===== config.mk =====
export PLATFORM = sky130hd
export DESIGN_NAME = bin_arith_encoder
export DESIGN_NICKNAME = d
export VERILOG_FILES = /design/src/rtl/bin_arith_encoder.sv
export SDC_FILE = /design/constraint.sdc
export NUM_CORES = 1
export LEC_CHECK = 0
export BUFFER_PORTS_ARGS = -buffer_cell sky130_fd_sc_hd__clkbuf_2
export CAP_MARGIN = 20
export CORE_MARGIN = 10
export CORE_UTILIZATION = 30
export CTS_BUF_LIST = sky130_fd_sc_hd__clkbuf_2
export DETAILED_ROUTE_END_ITERATION = 10
export HOLD_SLACK_MARGIN = 0.12
export PLACE_DENSITY = 0.54
export SKIP_LAST_GASP = 1
export SYNTH_ARGS = -nofsm -noshare
export SYNTH_HDL_FRONTEND = slang
export SYNTH_SLANG_ARGS = --single-unit

===== constraint.sdc =====
create_clock -name clk -period 5.5 [get_ports clk]
set_input_delay 1.1 -clock clk [delete_from_list [all_inputs] [get_ports clk]]
set_output_delay 1.1 -clock clk [all_outputs]
set_load 0.02 [all_outputs]

===== src/rtl/bin_arith_encoder.sv =====
`timescale 1ns/1ps
module bin_arith_encoder #(
  parameter int STATE_W   = 6,
  parameter int LPS_W     = 8,
  parameter int MAX_STATE = 62,
  parameter int OUTST_W   = 16
) (
  input  logic                 clk,
  input  logic                 rst_n,
  input  logic                 in_valid,
  output logic                 in_ready,
  input  logic [1:0]           in_kind,
  input  logic                 in_bin,
  input  logic [STATE_W-1:0]   in_state,
  input  logic                 in_mps,
  input  logic [4*LPS_W-1:0]   in_lps_row,
  input  logic [STATE_W-1:0]   in_lps_next,
  output logic                 ctx_wr_valid,
  output logic [STATE_W-1:0]   ctx_wr_state,
  output logic                 ctx_wr_mps,
  output logic                 out_valid,
  output logic                 out_bit
);

  localparam logic [8:0]  RANGE_INIT = 9'd510;
  localparam logic [11:0] LOW_QTR    = 12'd256;
  localparam logic [11:0] LOW_HALF   = 12'd512;
  localparam logic [11:0] LOW_FULL   = 12'd1024;

  typedef enum logic [2:0] {S_IDLE, S_NORM, S_BYP, S_FL_PUT, S_FL_B1, S_FL_B2} st_t;

  st_t                st_q, st_d;
  logic [8:0]         range_q, rng_d;
  logic [11:0]        low_q, low_d, lsub;
  logic [OUTST_W-1:0] outst_q, outst_d;
  logic               first_q, first_d, flush_q, flush_d;
  logic               em_head_q, em_hbit_q;
  logic [OUTST_W-1:0] em_tail_q;
  logic               step_put, put_b, put_raw, put_fire, em_idle;

  wire is_reg = (in_kind == 2'b00);
  wire is_byp = (in_kind == 2'b01);
  wire accept = in_valid && in_ready;

  wire [1:0]       qsel = range_q[7:6];
  wire [LPS_W-1:0] rlps = in_lps_row[qsel*LPS_W +: LPS_W];
  wire [8:0]       rmps = range_q - 9'(rlps);
  wire [8:0]       rtrm = range_q - 9'd2;

  assign in_ready  = (st_q == S_IDLE);
  assign out_valid = em_head_q || (em_tail_q != '0);
  assign out_bit   = em_head_q ? em_hbit_q : ~em_hbit_q;
  assign em_idle   = !out_valid;
  assign put_fire  = step_put && em_idle;

  always_comb begin
    st_d = st_q; rng_d = range_q; low_d = low_q; outst_d = outst_q;
    first_d = first_q; flush_d = flush_q;
    step_put = 1'b0; put_b = 1'b0; put_raw = 1'b0; lsub = low_q;
    unique case (st_q)
      S_IDLE: if (in_valid) begin
        if (is_reg) begin
          if (in_bin != in_mps) begin
            low_d = low_q + 12'(rmps);
            rng_d = 9'(rlps);
          end else begin
            rng_d = rmps;
          end
          st_d = S_NORM;
        end else if (is_byp) begin
          low_d = {low_q[10:0], 1'b0} + (in_bin ? 12'(range_q) : 12'd0);
          st_d  = S_BYP;
        end else begin
          rng_d = rtrm;
          st_d  = S_NORM;
          if (in_bin) begin
            low_d   = low_q + 12'(rtrm);
            rng_d   = 9'd2;
            flush_d = 1'b1;
          end
        end
      end
      S_NORM: begin
        if (range_q[8]) begin
          st_d = flush_q ? S_FL_PUT : S_IDLE;
        end else begin
          if (low_q < LOW_QTR) begin
            step_put = 1'b1;
          end else if (low_q >= LOW_HALF) begin
            step_put = 1'b1; put_b = 1'b1; lsub = low_q - LOW_HALF;
          end else begin
            outst_d = outst_q + 1'b1; lsub = low_q - LOW_QTR;
          end
          rng_d = {range_q[7:0], 1'b0};
          low_d = {lsub[10:0], 1'b0};
        end
      end
      S_BYP: begin
        st_d = S_IDLE;
        if (low_q >= LOW_FULL) begin
          step_put = 1'b1; put_b = 1'b1; low_d = low_q - LOW_FULL;
        end else if (low_q < LOW_HALF) begin
          step_put = 1'b1;
        end else begin
          outst_d = outst_q + 1'b1; low_d = low_q - LOW_HALF;
        end
      end
      S_FL_PUT: begin
        step_put = 1'b1; put_b = low_q[9]; st_d = S_FL_B1;
      end
      S_FL_B1: begin
        step_put = 1'b1; put_raw = 1'b1; put_b = low_q[8]; st_d = S_FL_B2;
      end
      S_FL_B2: begin
        step_put = 1'b1; put_raw = 1'b1; put_b = 1'b1; st_d = S_IDLE;
        rng_d = RANGE_INIT; low_d = '0; outst_d = '0; first_d = 1'b1; flush_d = 1'b0;
      end
      default: st_d = S_IDLE;
    endcase
    if (step_put && !em_idle) begin
      st_d = st_q; rng_d = range_q; low_d = low_q; outst_d = outst_q;
      first_d = first_q; flush_d = flush_q;
    end else if (step_put && !put_raw) begin
      outst_d = '0; first_d = 1'b0;
    end
  end

  always_ff @(posedge clk) begin
    if (!rst_n) begin
      st_q <= S_IDLE; range_q <= RANGE_INIT; low_q <= '0; outst_q <= '0;
      first_q <= 1'b1; flush_q <= 1'b0;
    end else begin
      st_q <= st_d; range_q <= rng_d; low_q <= low_d; outst_q <= outst_d;
      first_q <= first_d; flush_q <= flush_d;
    end
  end

  always_ff @(posedge clk) begin
    if (!rst_n) begin
      em_head_q <= 1'b0; em_hbit_q <= 1'b0; em_tail_q <= '0;
    end else if (put_fire) begin
      em_head_q <= put_raw || !first_q;
      em_hbit_q <= put_b;
      em_tail_q <= put_raw ? '0 : outst_q;
    end else if (em_head_q) begin
      em_head_q <= 1'b0;
    end else if (em_tail_q != '0) begin
      em_tail_q <= em_tail_q - 1'b1;
    end
  end

  always_ff @(posedge clk) begin
    if (!rst_n) begin
      ctx_wr_valid <= 1'b0; ctx_wr_state <= '0; ctx_wr_mps <= 1'b0;
    end else begin
      ctx_wr_valid <= accept && is_reg;
      if (accept && is_reg) begin
        if (in_bin != in_mps) begin
          ctx_wr_state <= in_lps_next;
          ctx_wr_mps   <= (in_state == '0) ? ~in_mps : in_mps;
        end else begin
          ctx_wr_state <= (in_state >= STATE_W'(MAX_STATE)) ? STATE_W'(MAX_STATE) : in_state + 1'b1;
          ctx_wr_mps   <= in_mps;
        end
      end
    end
  end

endmodule



### Yosys cells after proc, flatten, opt, wreduce, memory -nomap -nowiden

Index checks and enable logic that the tools add are counted.

* register bits: 68
* bits of input ports: 51
* output and inout port bits: 11
* logic and storage cells: 146

* add/subtract/negate cells: 11
* order comparisons: 5
* eq/ne operators: 23
* shift-type cells: 1
* multiplexer cells: 59
* bitwise operators: 3
* reduce and logical (&&, ||, !) cells: 31

Operator list (number)
* 16-bit two-way mux: 10
* 12-bit two-way mux: 8
* 9-bit two-way mux: 7
* 12-bit one-hot mux with 4 select lines: 1
* 16-bit one-hot mux with 3 select lines: 1
* 12-bit by 9-bit adder with 12-bit output: 3
* 32-bit by 6-bit indexed part select with 8-bit output: 1
* 9-bit one-hot mux with 3 select lines: 1
* 11-bit two-way mux: 2
* 3-bit != test, second input constant: 7
* 1-bit two-way mux: 18
* 16-bit by 1-bit adder with 16-bit output, second input constant: 1
* 16-bit nonzero test: 1
* 16-bit by 1-bit subtractor with 16-bit output, second input constant: 1
* 7-bit AND reduction: 2
* 12-bit by 10-bit >= comparator with 1-bit output, second input constant: 1
* 12-bit by 11-bit >= comparator with 1-bit output, second input constant: 1
* 12-bit by 10-bit less-than comparator with 1-bit output, second input constant: 1
* 12-bit by 9-bit less-than comparator with 1-bit output, second input constant: 1
* 6-bit two-way mux: 2
* 3-bit one-hot mux with 4 select lines: 1
* 12-bit by 10-bit subtractor with 12-bit output, second input constant: 1
* 12-bit by 11-bit subtractor with 12-bit output, second input constant: 1
* 11-bit by 9-bit subtractor with 11-bit output, second input constant: 1
* 35 further kinds: 59

### Depth between registers and ports, before layout

Gate-level depths: netlist of the first run.

* word-level depth: 8
* gate-level depth with buffers: 20
* depth with buffers taken out: 18

### Worst setup path after synthesis of the first run

OpenSTA, ideal clock, no wires.

* path type: input-to-reg
* start: input port in_lps_row[8]
* end: register low_q[11]
* setup time: 0.120 ns
* arrival: 4.192 ns
* data required time: 5.380 ns
* path slack: 1.188 ns
* stages: 17
* buffers on the path: 0
* cell sequence: mux4_2 -> ha_1 -> inv_1 -> fa_1 -> a21o_1 -> a21oi_1 -> nor2b_1 -> o31a_1 -> a21oi_1 -> ha_1 -> a21oi_1 -> o21ai_0 -> a311oi_1 -> nor2_1 -> o2111ai_1 -> a21boi_1 -> o31a_1

* cells in the longest elaborated chain, start to end: 7

Ends and longest elaborated chain
* start: declaration: line 16 `input logic [4*LPS_W-1:0] in_lps_row,`
* 32-bit by 6-bit indexed part select with 8-bit output: line 46 `wire [LPS_W-1:0] rlps = in_lps_row[qsel*LPS_W +: LPS_W];`
* 9-bit by 8-bit subtractor with 9-bit output: line 47 `wire [8:0] rmps = range_q - 9'(rlps);`
* 12-bit by 9-bit adder with 12-bit output: line 64 `low_d = low_q + 12'(rmps);`
* 12-bit two-way mux: line 63 `if (in_bin != in_mps) begin`
* 12-bit two-way mux: line 62 `if (is_reg) begin`
* 12-bit two-way mux: line 61 `S_IDLE: if (in_valid) begin`
* 12-bit one-hot mux with 4 select lines: line 60 `unique case (st_q)`
* end signal: assignment: line 133 `st_q <= st_d; range_q <= rng_d; low_q <= low_d; outst_q <= outst_d;`
* end: declaration: line 34 `logic [11:0] low_q, low_d, lsub;`

Every way passes these cells. The select of a mux whose other input is x is not followed.
A chain may end at the register's enable or synchronous reset.

### Final worst setup path of the first run

* start: register range_q[6]
* end: register low_q[11]

* cells in the longest elaborated chain, start to end: 7
* elaborated cells on any way between the ends: 13
* classes of those cells: add/sub: 5; shift: 1; mux: 7

Ends and longest elaborated chain
* start: declaration: line 33 `logic [8:0] range_q, rng_d;`
* start signal: assignment: line 133
* 32-bit by 6-bit indexed part select with 8-bit output or 9-bit by 2-bit subtractor with 9-bit output (tied branches): line 46, 48
* 9-bit by 8-bit subtractor with 9-bit output or 12-bit by 9-bit adder with 12-bit output (tied branches): line 47, 77
* 12-bit by 9-bit adder with 12-bit output or 12-bit two-way mux (tied branches): line 64, 76
* 12-bit two-way mux, on equally long branches: line 63, 70
* 12-bit two-way mux *: line 62
* 12-bit two-way mux *: line 61
* 12-bit one-hot mux with 4 select lines *: line 60

Mark *: on every way between the ends. The rest lies on a longest branch, timed or not. The select of a mux whose other input is x is not followed.

==> results of run 1 <==
==> cells in the mapped netlist, types with 9 or more instances <==
cell type  count  share of area
inv_1         36          0.021
clkbuf_1      30          0.017
mux2i_1       13          0.020
and2_1         9         0.0087
a21oi_1       53          0.041
xor2_1        15          0.020
xnor2_1       35          0.047
o21ai_0       50          0.039
ha_1          51          0.098
nand2b_1      12          0.012
a31oi_1       11          0.011
o211ai_1      12          0.014
nor2b_1        9         0.0087
nor2_1        77          0.045
nor3_1        35          0.027
dfxtp_1       68           0.21
nand2_1       60          0.035
nand3_1       24          0.019
a211oi_1      22          0.025
==> registers in the layout (all words and copies together), names as in the netlist <==
signal        cells
ctx_wr_mps        1
low_q            12
range_q           9
ctx_wr_state      6
ctx_wr_valid      1
em_hbit_q         1
first_q           1
em_head_q         1
st_q              3
flush_q           1
em_tail_q        16
outst_q          16
==> routing by layer <==
layer,vias up,share of wire
met5,-,0
met4,0,0.027
met3,38,0.041
met2,134,0.48
met1,3020,0.45
li1,3192,-
==> per-stage QoR <==
step                cell area (sq um)  cells  worst slack, ns
floorplan                        6490    827            1.188
global placement                 6999   1127           0.8047
detailed placement               6999   1127           0.7190
CTS                              7111   1143            1.105
global route                     7121   1145           0.7444
finish                           7121   1145            1.082
==> final cells by class <==
class                           count  area [sq um]  share of cell area
Antenna cell                        1         2.502           0.0003514
Clock buffer                        9         45.04            0.006326
Clock inverter                      7         66.31            0.009313
Inverter                           39         146.4             0.02056
Multi-Input combinational cell    676          4782              0.6716
Sequential cell                    68          1361              0.1912
Tap cell                          275         344.1             0.04832
Timing Repair Buffer               70         372.9             0.05236
==> worst max-delay path by stage <==
stage and to:
2_1_floorplan low_q[11]$_SDFFE_PN0P_, 3_3_place_gp low_q[11]$_SDFFE_PN0P_, 3_5_place_dp low_q[11]$_SDFFE_PN0P_, 4_1_cts low_q[11]$_SDFFE_PN0P_, 5_1_grt low_q[11]$_SDFFE_PN0P_, 6_report low_q[11]$_SDFFE_PN0P_
==> cell usage in the layout (no fill, tap or decap), types with 8 or more instances in the layout <==
master    Yosys  routed
nor2_1       77      77
clkbuf_2      0      70
dfxtp_1      68      68
nand2_1      60      60
a21oi_1      53      53
ha_1         51      51
o21ai_0      50      50
inv_1        36      36
xnor2_1      35      35
nor3_1       35      35
nand3_1      24      24
a211oi_1     22      22
xor2_1       15      15
mux2i_1      13      13
nand2b_1     12      12
o211ai_1     12      12
a31oi_1      11      11
nor2b_1       9       9
and2_1        9       9
buf_4         1       9
or3_1         8       8
a22oi_1       8       8
==> report_power, final <==
part           switching, mW  internal, mW
clock                  0.223         0.102
sequential             0.183         0.592
combinational           1.45          1.03
total                   1.86          1.72
==> cell families (layout without fill, tap and decap cells) <==
| family | after synthesis | in the layout | synth area share |
|---|---|---|---|
| AO/OA/AOI/OAI | 258 | 258 | 0.2776 |
| XOR/XNOR | 50 | 50 | 0.06748 |
| adder cells (fa/ha/maj) | 55 | 55 | 0.1107 |
| buffers and inverters | 83 | 125 | 0.05340 |
| flip-flops | 68 | 68 | 0.2098 |
| multiplexers | 22 | 22 | 0.04781 |
| other | 0 | 1 | 0 |
| AND/OR/NAND/NOR | 291 | 291 | 0.2333 |
==> impl_metrics.ini, run 1 <==
[worst_setup_path]
rr_endpoint = low_q[11]$_SDFFE_PN0P_
crit_buf_inv = 1
cpMostUsedCell = a21oi_1
cp.required_ns = 6.01
critPathSlowestCell = dfxtp_1
cp.arrival_ns = 4.92
reg2reg_from = range_q[6]$_SDFFE_PN1P_
path_depth = 17
critPathKind = flop to flop
critical_path.cell_chain = mux4_2 -> ha_1 -> inv_1 -> fa_1 -> a21o_1 -> a21oi_1 -> nor2b_1 -> o31a_1 -> a21oi_1 -> ha_1 -> a21oi_1 -> o21ai_0 -> a311oi_1 -> nor2_1 -> o2111ai_1 -> a21boi_1 -> o31a_1
r2r_setup_slack_ns = 1.08
reg2reg_depth = 17
crit_path_max_fanout = 9
worstSetupStartpoint = range_q[6]$_SDFFE_PN1P_
crit_path_end_kind = flop
start_kind = flop
critical-path-top-delay-family = compound AO/OA/AOI/OAI gates
cpPeakStageDelay_ns = 0.70

[synth]
synth.avg_cell_area_sq_um = 7.848
synthFlopType = dfxtp_1
yosysWarningCount = 0
synth_edf_count = 0
synth_cells = 827
async_flop_share = 0
synth_cell_type_count = 87
ys_ff_latch = 68
yosysSeqAreaShare = 0.2098
syn_area_sq_um = 6490
synth_nets = 933

[clocking]
cts_made_buffers = 9
clock_sinks = 68
post_cts_resized = 0
clk_pin_slew_worst_paths_ns = 0.23
cts.path.max_buffers = 2
insertion_delay_ns = 0.60
cts_setup_buffers = 0
root_buffer = clkbuf_2
h-tree-depth = 3
cts_tree = done
postCtsHoldBufs = 0

[floorplanning]
fp-row-count = 53
dieArea_sq_um = 27920
core_area_sq_um = 21150
initial_utilization = 0.3068
ios = 62
die_h_um = 167.1
die_w_um = 167.1

[grt]
grt_pass1_vias = 6163
busiest_layer = met2
grt_pass1_wl_mm = 33.05
antenna_found_initial = 1
grt-ovfl-total = 0
grt_use_met3 = 0.03201
gr-usage-all-layers = 0.1417
use_met1 = 0.1744
grt_max_degree = 28
grtUsageMet2 = 0.2354

[placed_design]
gp_congestion = 0.8923
dp_hpwl_mm = 15.32
port_buffers = 61

[routing]
dr.pass1.iters = 5
totalWireLength_mm = 20.24
wl_per_cell_um = 17.67
drtIter0Drc = 397
postRouteAntennaNets = 0
drc = 0
via_per_inst = 5.576
dr_total_vias = 6384

[power_and_ir_drop]
leakage_nw = 2.764
power_density_nw_per_um2 = 502.7
total_power_mw = 3.579
peakVddDrop_mv = 0.2323

[layout]
layout.nets = 970
area_growth_pct = 9.717
nFillCells = 2266
fin_util = 0.3366
final_layout_size_suffix_gt1_frac = 0.1427

[sta]
slew_headroom = 0.3404
slew_violations = 0
tns_ns = 0
worst_pin_slew_ns = 0.9860
fin_crit_ns = 4.418
final.period_utilization = 0.8033
finalSetupViolations = 0
rsz0062_at_grt = no
fmax_ghz = 0.2263
hold_viol = 0
skew_ns = 0.03020
holdWs_ns = 0.4691

[hold_path]
hp-class = flop to flop
whs_path_depth = 1
min_to = em_head_q$_SDFF_PN0_
hold_start = first_q$_SDFFE_PN1P_

[flow_run]
drv_cap = 0

[status]
status = finished clean
Note: power is estimated with default switching activity, not from simulation.
==> run 2: changes to the inputs <==
PLACE_DENSITY = 0.56   (was 0.54)
clock period = 3.6 ns   (was 5.5 ns; I/O delays follow)
==> impl_metrics.ini, run 2 (synthesized netlist as in run 1, its figures left out) <==
[status]
status = complete, but fails checks
violations = setup timing

[clocking]
postCtsHoldBufs = 0
clock_sinks = 68
insertion_delay_ns = 0.60
cts_tree = done
cts.path.max_buffers = 2
cts_made_buffers = 9
h-tree-depth = 3
root_buffer = clkbuf_2
clk_pin_slew_worst_paths_ns = 0.22

[grt]
grt_pass1_wl_mm = 34.47
gr-usage-all-layers = 0.1475
antenna_found_initial = 1
grt-ovfl-total = 0
grt_pass1_vias = 6536
grt_max_degree = 36

[layout]
multiInputGateArea_sq_um = 4961
stdcell_area_sq_um = 7759
top_regs = em_tail_q x16, outst_q x16, low_q x12
register_area_sq_um = 1366
layout.nets = 1033
most-common-layout-cells = nor2_1, buf_4, clkbuf_2
final_cells = 1208
nFillCells = 2217
final_layout_size_suffix_gt1_frac = 0.2382
final_common_cell = nor2_1
area_growth_pct = 19.55

[routing]
drtIter0Drc = 313
postRouteAntennaNets = 0
totalWireLength_mm = 21.49
wl_per_cell_um = 17.79
dr_total_vias = 6665
dr.pass1.iters = 5
drc = 0
via_per_inst = 5.517

[worst_setup_path]
reg2reg_depth = 17
cp.arrival_ns = 4.20
crit_buf_inv = 1
critical_path.cell_chain = mux4_2 -> ha_4 -> inv_2 -> fa_2 -> a21o_1 -> a21oi_2 -> nor2b_2 -> o31a_1 -> a21oi_2 -> ha_1 -> a21oi_2 -> o211ai_1 -> a311oi_2 -> nor2_2 -> o2111ai_2 -> a21boi_1 -> o31a_1
critPathSlowestCell = dfxtp_4
crit_path_max_fanout = 5
cp.required_ns = 4.09
cpMostUsedCell = a21oi_2
crit_path_end_kind = flop
cpPeakStageDelay_ns = 0.42
path_depth = 17
critPathKind = flop to flop
critical-path-top-delay-family = compound AO/OA/AOI/OAI gates
start_kind = flop

[sta]
layout_setup_ws_ns = -0.1108
slew_headroom = 0.3682
skew_ns = 0.05568
rsz0062_at_grt = yes
hold_viol = 0
fin_crit_ns = 3.711
final.period_utilization = 1.031
finalSetupViolations = 2
fmax_ghz = 0.2695
worst_pin_slew_ns = 0.9459
slew_violations = 0

[power_and_ir_drop]
leakage_nw = 3.091
power_density_nw_per_um2 = 813.1
swShare = 0.4967
power_frac_comb = 0.750
clkPwrFrac = 0.066
internal-power_mw = 3.175
power.switching_mw = 3.134
power.share.sequential = 0.183
peakVddDrop_mv = 0.4132

[hold_path]
whs_path_depth = 1
hp-class = flop to flop

[placed_design]
dp.cells = 1184
detailed_place.area_sq_um = 7481
port_buffers = 61
dp_hpwl_mm = 16.34
gp_congestion = 0.9034

[floorplanning]
die_h_um = 167.1
ios = 62
fp-row-count = 53
dieArea_sq_um = 27920
die_w_um = 167.1
initial_utilization = 0.3068
core_area_sq_um = 21150

[flow_run]
drv_cap = 0
run 2: power by group through the flow:
stage | logic, mW | clock network [mW] | registers (mW)
finish | 4.73 | 0.418 | 1.16
CTS | 4.54 | 0.435 | 1.16
global route | 5.21 | 0.455 | 1.18
global placement | 4.37 | 0 | 1.17
detailed placement | 4.39 | 0 | 1.17
floorplan | 3.11 | 0 | 1.08
run 2: path summary, 6_finish.rpt:
| check | slack [ns] | from | end |
|---|---|---|---|
| max reg2reg | -0.11 | range_q[6]$_SDFFE_PN1P_ | low_q[11]$_SDFFE_PN0P_ |
| max | -0.11 | range_q[6]$_SDFFE_PN1P_ | low_q[11]$_SDFFE_PN0P_ |
| min | 0.46 | first_q$_SDFFE_PN1P_ | em_head_q$_SDFF_PN0_ |
| min reg2reg | 0.46 | first_q$_SDFFE_PN1P_ | em_head_q$_SDFF_PN0_ |
run 2: cell type report:
type                       count  area share
clock buffer                   9    0.005806
sequential                    68      0.1761
timing repair buffer         133      0.1095
antenna                        1   0.0003225
clock inverter                 7    0.005644
tap                          275     0.04435
multi-input combinational    676      0.6394
inverter                      39     0.01887
run 2: stage by stage:
step / setup slack [ns] / power [mW] / utilization / hold slack, ns / TNS, ns
after floorplan: -0.1453 / 4.191 / - / 0.4169 / -0.2486
after global placement: -0.3938 / 5.541 / 0.3536 / 0.4341 / -2.118
after detailed placement: -0.4479 / 5.556 / 0.3536 / 0.4369 / -2.410
after CTS: -0.1478 / 6.128 / 0.3619 / 0.4624 / -0.3665
after global routing: -0.3181 / 6.849 / 0.3668 / 0.4735 / -1.144
final: -0.1108 / 6.309 / 0.3668 / 0.4569 / -0.1655
run 2: timing repair:
item,in CTS,in global routing
gates resized for setup,12,18
hold endpoints to repair,0,0
pin swaps,10,13
setup buffers,5,1
setup endpoints to repair,6,8
run 2: metal layers:
| metal | part of all wire | global-route usage |
|---|---|---|
| met1 | 0.44 | 0.1783 |
| met2 | 0.49 | 0.2539 |
| met3 | 0.043 | 0.02636 |
| met4 | 0.024 | 0.05460 |
| met5 | 0 | 0 |
==> run 3: changes to the inputs <==
GPL_TIMING_DRIVEN = 0   (was unset)
==> impl_metrics.ini, run 3 (synthesized netlist as in run 1, its figures left out) <==
[sta]
fin_crit_ns = 4.060
layout_setup_ws_ns = -0.4598
slew_violations = 0
tns_ns = -1.756
worst_pin_slew_ns = 0.9817
slew_headroom = 0.3409
hold_viol = 0
fmax_ghz = 0.2463
finalSetupViolations = 6
rsz0062_at_grt = yes
final.period_utilization = 1.128
skew_ns = 0.04534

[clocking]
root_buffer = clkbuf_2
cts_made_buffers = 9
cts_tree = done
cts.path.max_buffers = 2
clk_pin_slew_worst_paths_ns = 0.21
postCtsHoldBufs = 0
insertion_delay_ns = 0.57
h-tree-depth = 3
clock_sinks = 68

[floorplanning]
die_w_um = 167.1
ios = 62
initial_utilization = 0.3068
die_h_um = 167.1
core_area_sq_um = 21150
dieArea_sq_um = 27920
fp-row-count = 53

[layout]
final_layout_size_suffix_gt1_frac = 0.1939
layout.nets = 1014
final_cells = 1190
nFillCells = 2231
final_common_cell = nor2_1
most-common-layout-cells = nor2_1, clkbuf_2, dfxtp_1
area_growth_pct = 17.51
fin_util = 0.3605
top_regs = em_tail_q x16, outst_q x16, low_q x12

[power_and_ir_drop]
clkPwrFrac = 0.065
peakVddDrop_mv = 0.5208
total_power_mw = 6.208
power.switching_mw = 3.220
power_frac_comb = 0.751
leakage_nw = 2.921
power_density_nw_per_um2 = 814.1
power.share.sequential = 0.184
internal-power_mw = 2.988
swShare = 0.5187

[worst_setup_path]
cpPeakStageDelay_ns = 0.53
r2r_setup_slack_ns = -0.46
cp.required_ns = 4.11
critPathKind = flop to flop
cp.arrival_ns = 4.57
crit_path_max_fanout = 4
critical_path.cell_chain = clkbuf_16 -> mux4_2 -> buf_4 -> ha_1 -> nor2b_1 -> o21ai_1 -> a21oi_1 -> nor3_1 -> nor3_2 -> xor2_2 -> ha_1 -> a311oi_2 -> nor2_2 -> a211oi_2 -> o221ai_2 -> a31oi_1
cpMostUsedCell = ha_1
crit_path_end_kind = flop
critPathSlowestCell = mux4_2
start_kind = flop

[grt]
grt_max_degree = 12
grt_pass1_wl_mm = 35.50
grt_pass1_vias = 6577
gr-usage-all-layers = 0.1530
antenna_found_initial = 2
grt-ovfl-total = 0

[placed_design]
gp_congestion = 0.9177
port_buffers = 58
dp.cells = 1160
dp_hpwl_mm = 16.80

[routing]
totalWireLength_mm = 22.09
drc = 0
dr.pass1.iters = 5
dr_total_vias = 6748
wl_per_cell_um = 18.56
drtIter0Drc = 513
via_per_inst = 5.671
postRouteAntennaNets = 0

[hold_path]
hp-class = flop to flop

[status]
violations = setup timing
status = complete, but fails checks

[flow_run]
drv_cap = 0
==> run 3: cell types whose count changed in the layout (fill, tap and decap cells not counted), moves of 2 or more <==
cell,change
xor2_2,+2
ha_1,-2
clkbuf_16,+2
buf_1,+3
buf_4,-59
clkbuf_1,+27
xor2_1,-2
a21oi_4,+2
a21oi_2,-2
buf_6,+3
ha_4,+3
buf_2,+7
==> run 3: worst max-delay path, delay by kind of cell (launching register included) <==
kind / cells / cell delay, ns
simple gates: 4 / 0.62
buf+inv: 2 / 0.30
flops: 1 / 0.42
xor+xnor: 1 / 0.29
fa+ha+maj: 2 / 0.51
compound gates: 6 / 1.32
mux: 1 / 0.53
==> run 3: stage by stage <==
step | cell area, sq um | setup slack (ns) | hold WS, ns
final | 7626 | -0.4598 | 0.4628
after global placement | 7192 | -1.013 | 0.4354
after detailed placement | 7192 | -0.9699 | 0.4389
after global routing | 7624 | -0.5779 | 0.4823
after CTS | 7500 | -0.5310 | 0.4613
after floorplan | 6558 | -0.1453 | 0.4169
==> run 3: final timing paths <==
check / end / depth (start not counted) / start
hold / removal: em_head_q$_SDFF_PN0_ / 1 / first_q$_SDFFE_PN1P_
setup / recovery: low_q[9]$_SDFFE_PN0P_ / 16 / range_q[6]$_SDFFE_PN1P_
setup reg to reg: low_q[9]$_SDFFE_PN0P_ / 16 / range_q[6]$_SDFFE_PN1P_
hold reg to reg: em_head_q$_SDFF_PN0_ / 1 / first_q$_SDFFE_PN1P_
==> run 3: final cells by class <==
class	instances	area [sq um]	share of cell area
Antenna cell	2	5.005	0.0006563
Buffer	44	252.7	0.03314
Clock buffer	11	55.05	0.007219
Clock inverter	5	28.78	0.003774
Inverter	39	146.4	0.01920
Multi-Input combinational cell	676	5044	0.6614
Sequential cell	68	1366	0.1792
Tap cell	275	344.1	0.04512
Timing Repair Buffer	70	384.1	0.05037
==> run 3: metal layers <==
| layer | GRT usage | routed length (um) |
|---|---|---|
| met4 | 0.04773 | 627 |
| met3 | 0.02871 | 1080 |
| met1 | 0.1953 | 9968 |
| met5 | 0 | 0 |
| met2 | 0.2534 | 10410 |
==> run 3: power by group through the flow <==
stage | clock, mW | sequential (mW) | combinational, mW
2_1_floorplan | 0 | 1.08 | 3.11
3_3_place_gp | 0 | 1.15 | 4.01
3_5_place_dp | 0 | 1.15 | 4.05
4_1_cts | 0.411 | 1.13 | 4.34
5_1_grt | 0.440 | 1.17 | 5.11
6_report | 0.402 | 1.14 | 4.66
==> run 3: what timing repair did <==
action,4_1_cts,5_1_grt
gates resized for setup,25,23
endpoints found under the setup margin,9,10
pin swaps,16,22
setup buffers,11,2
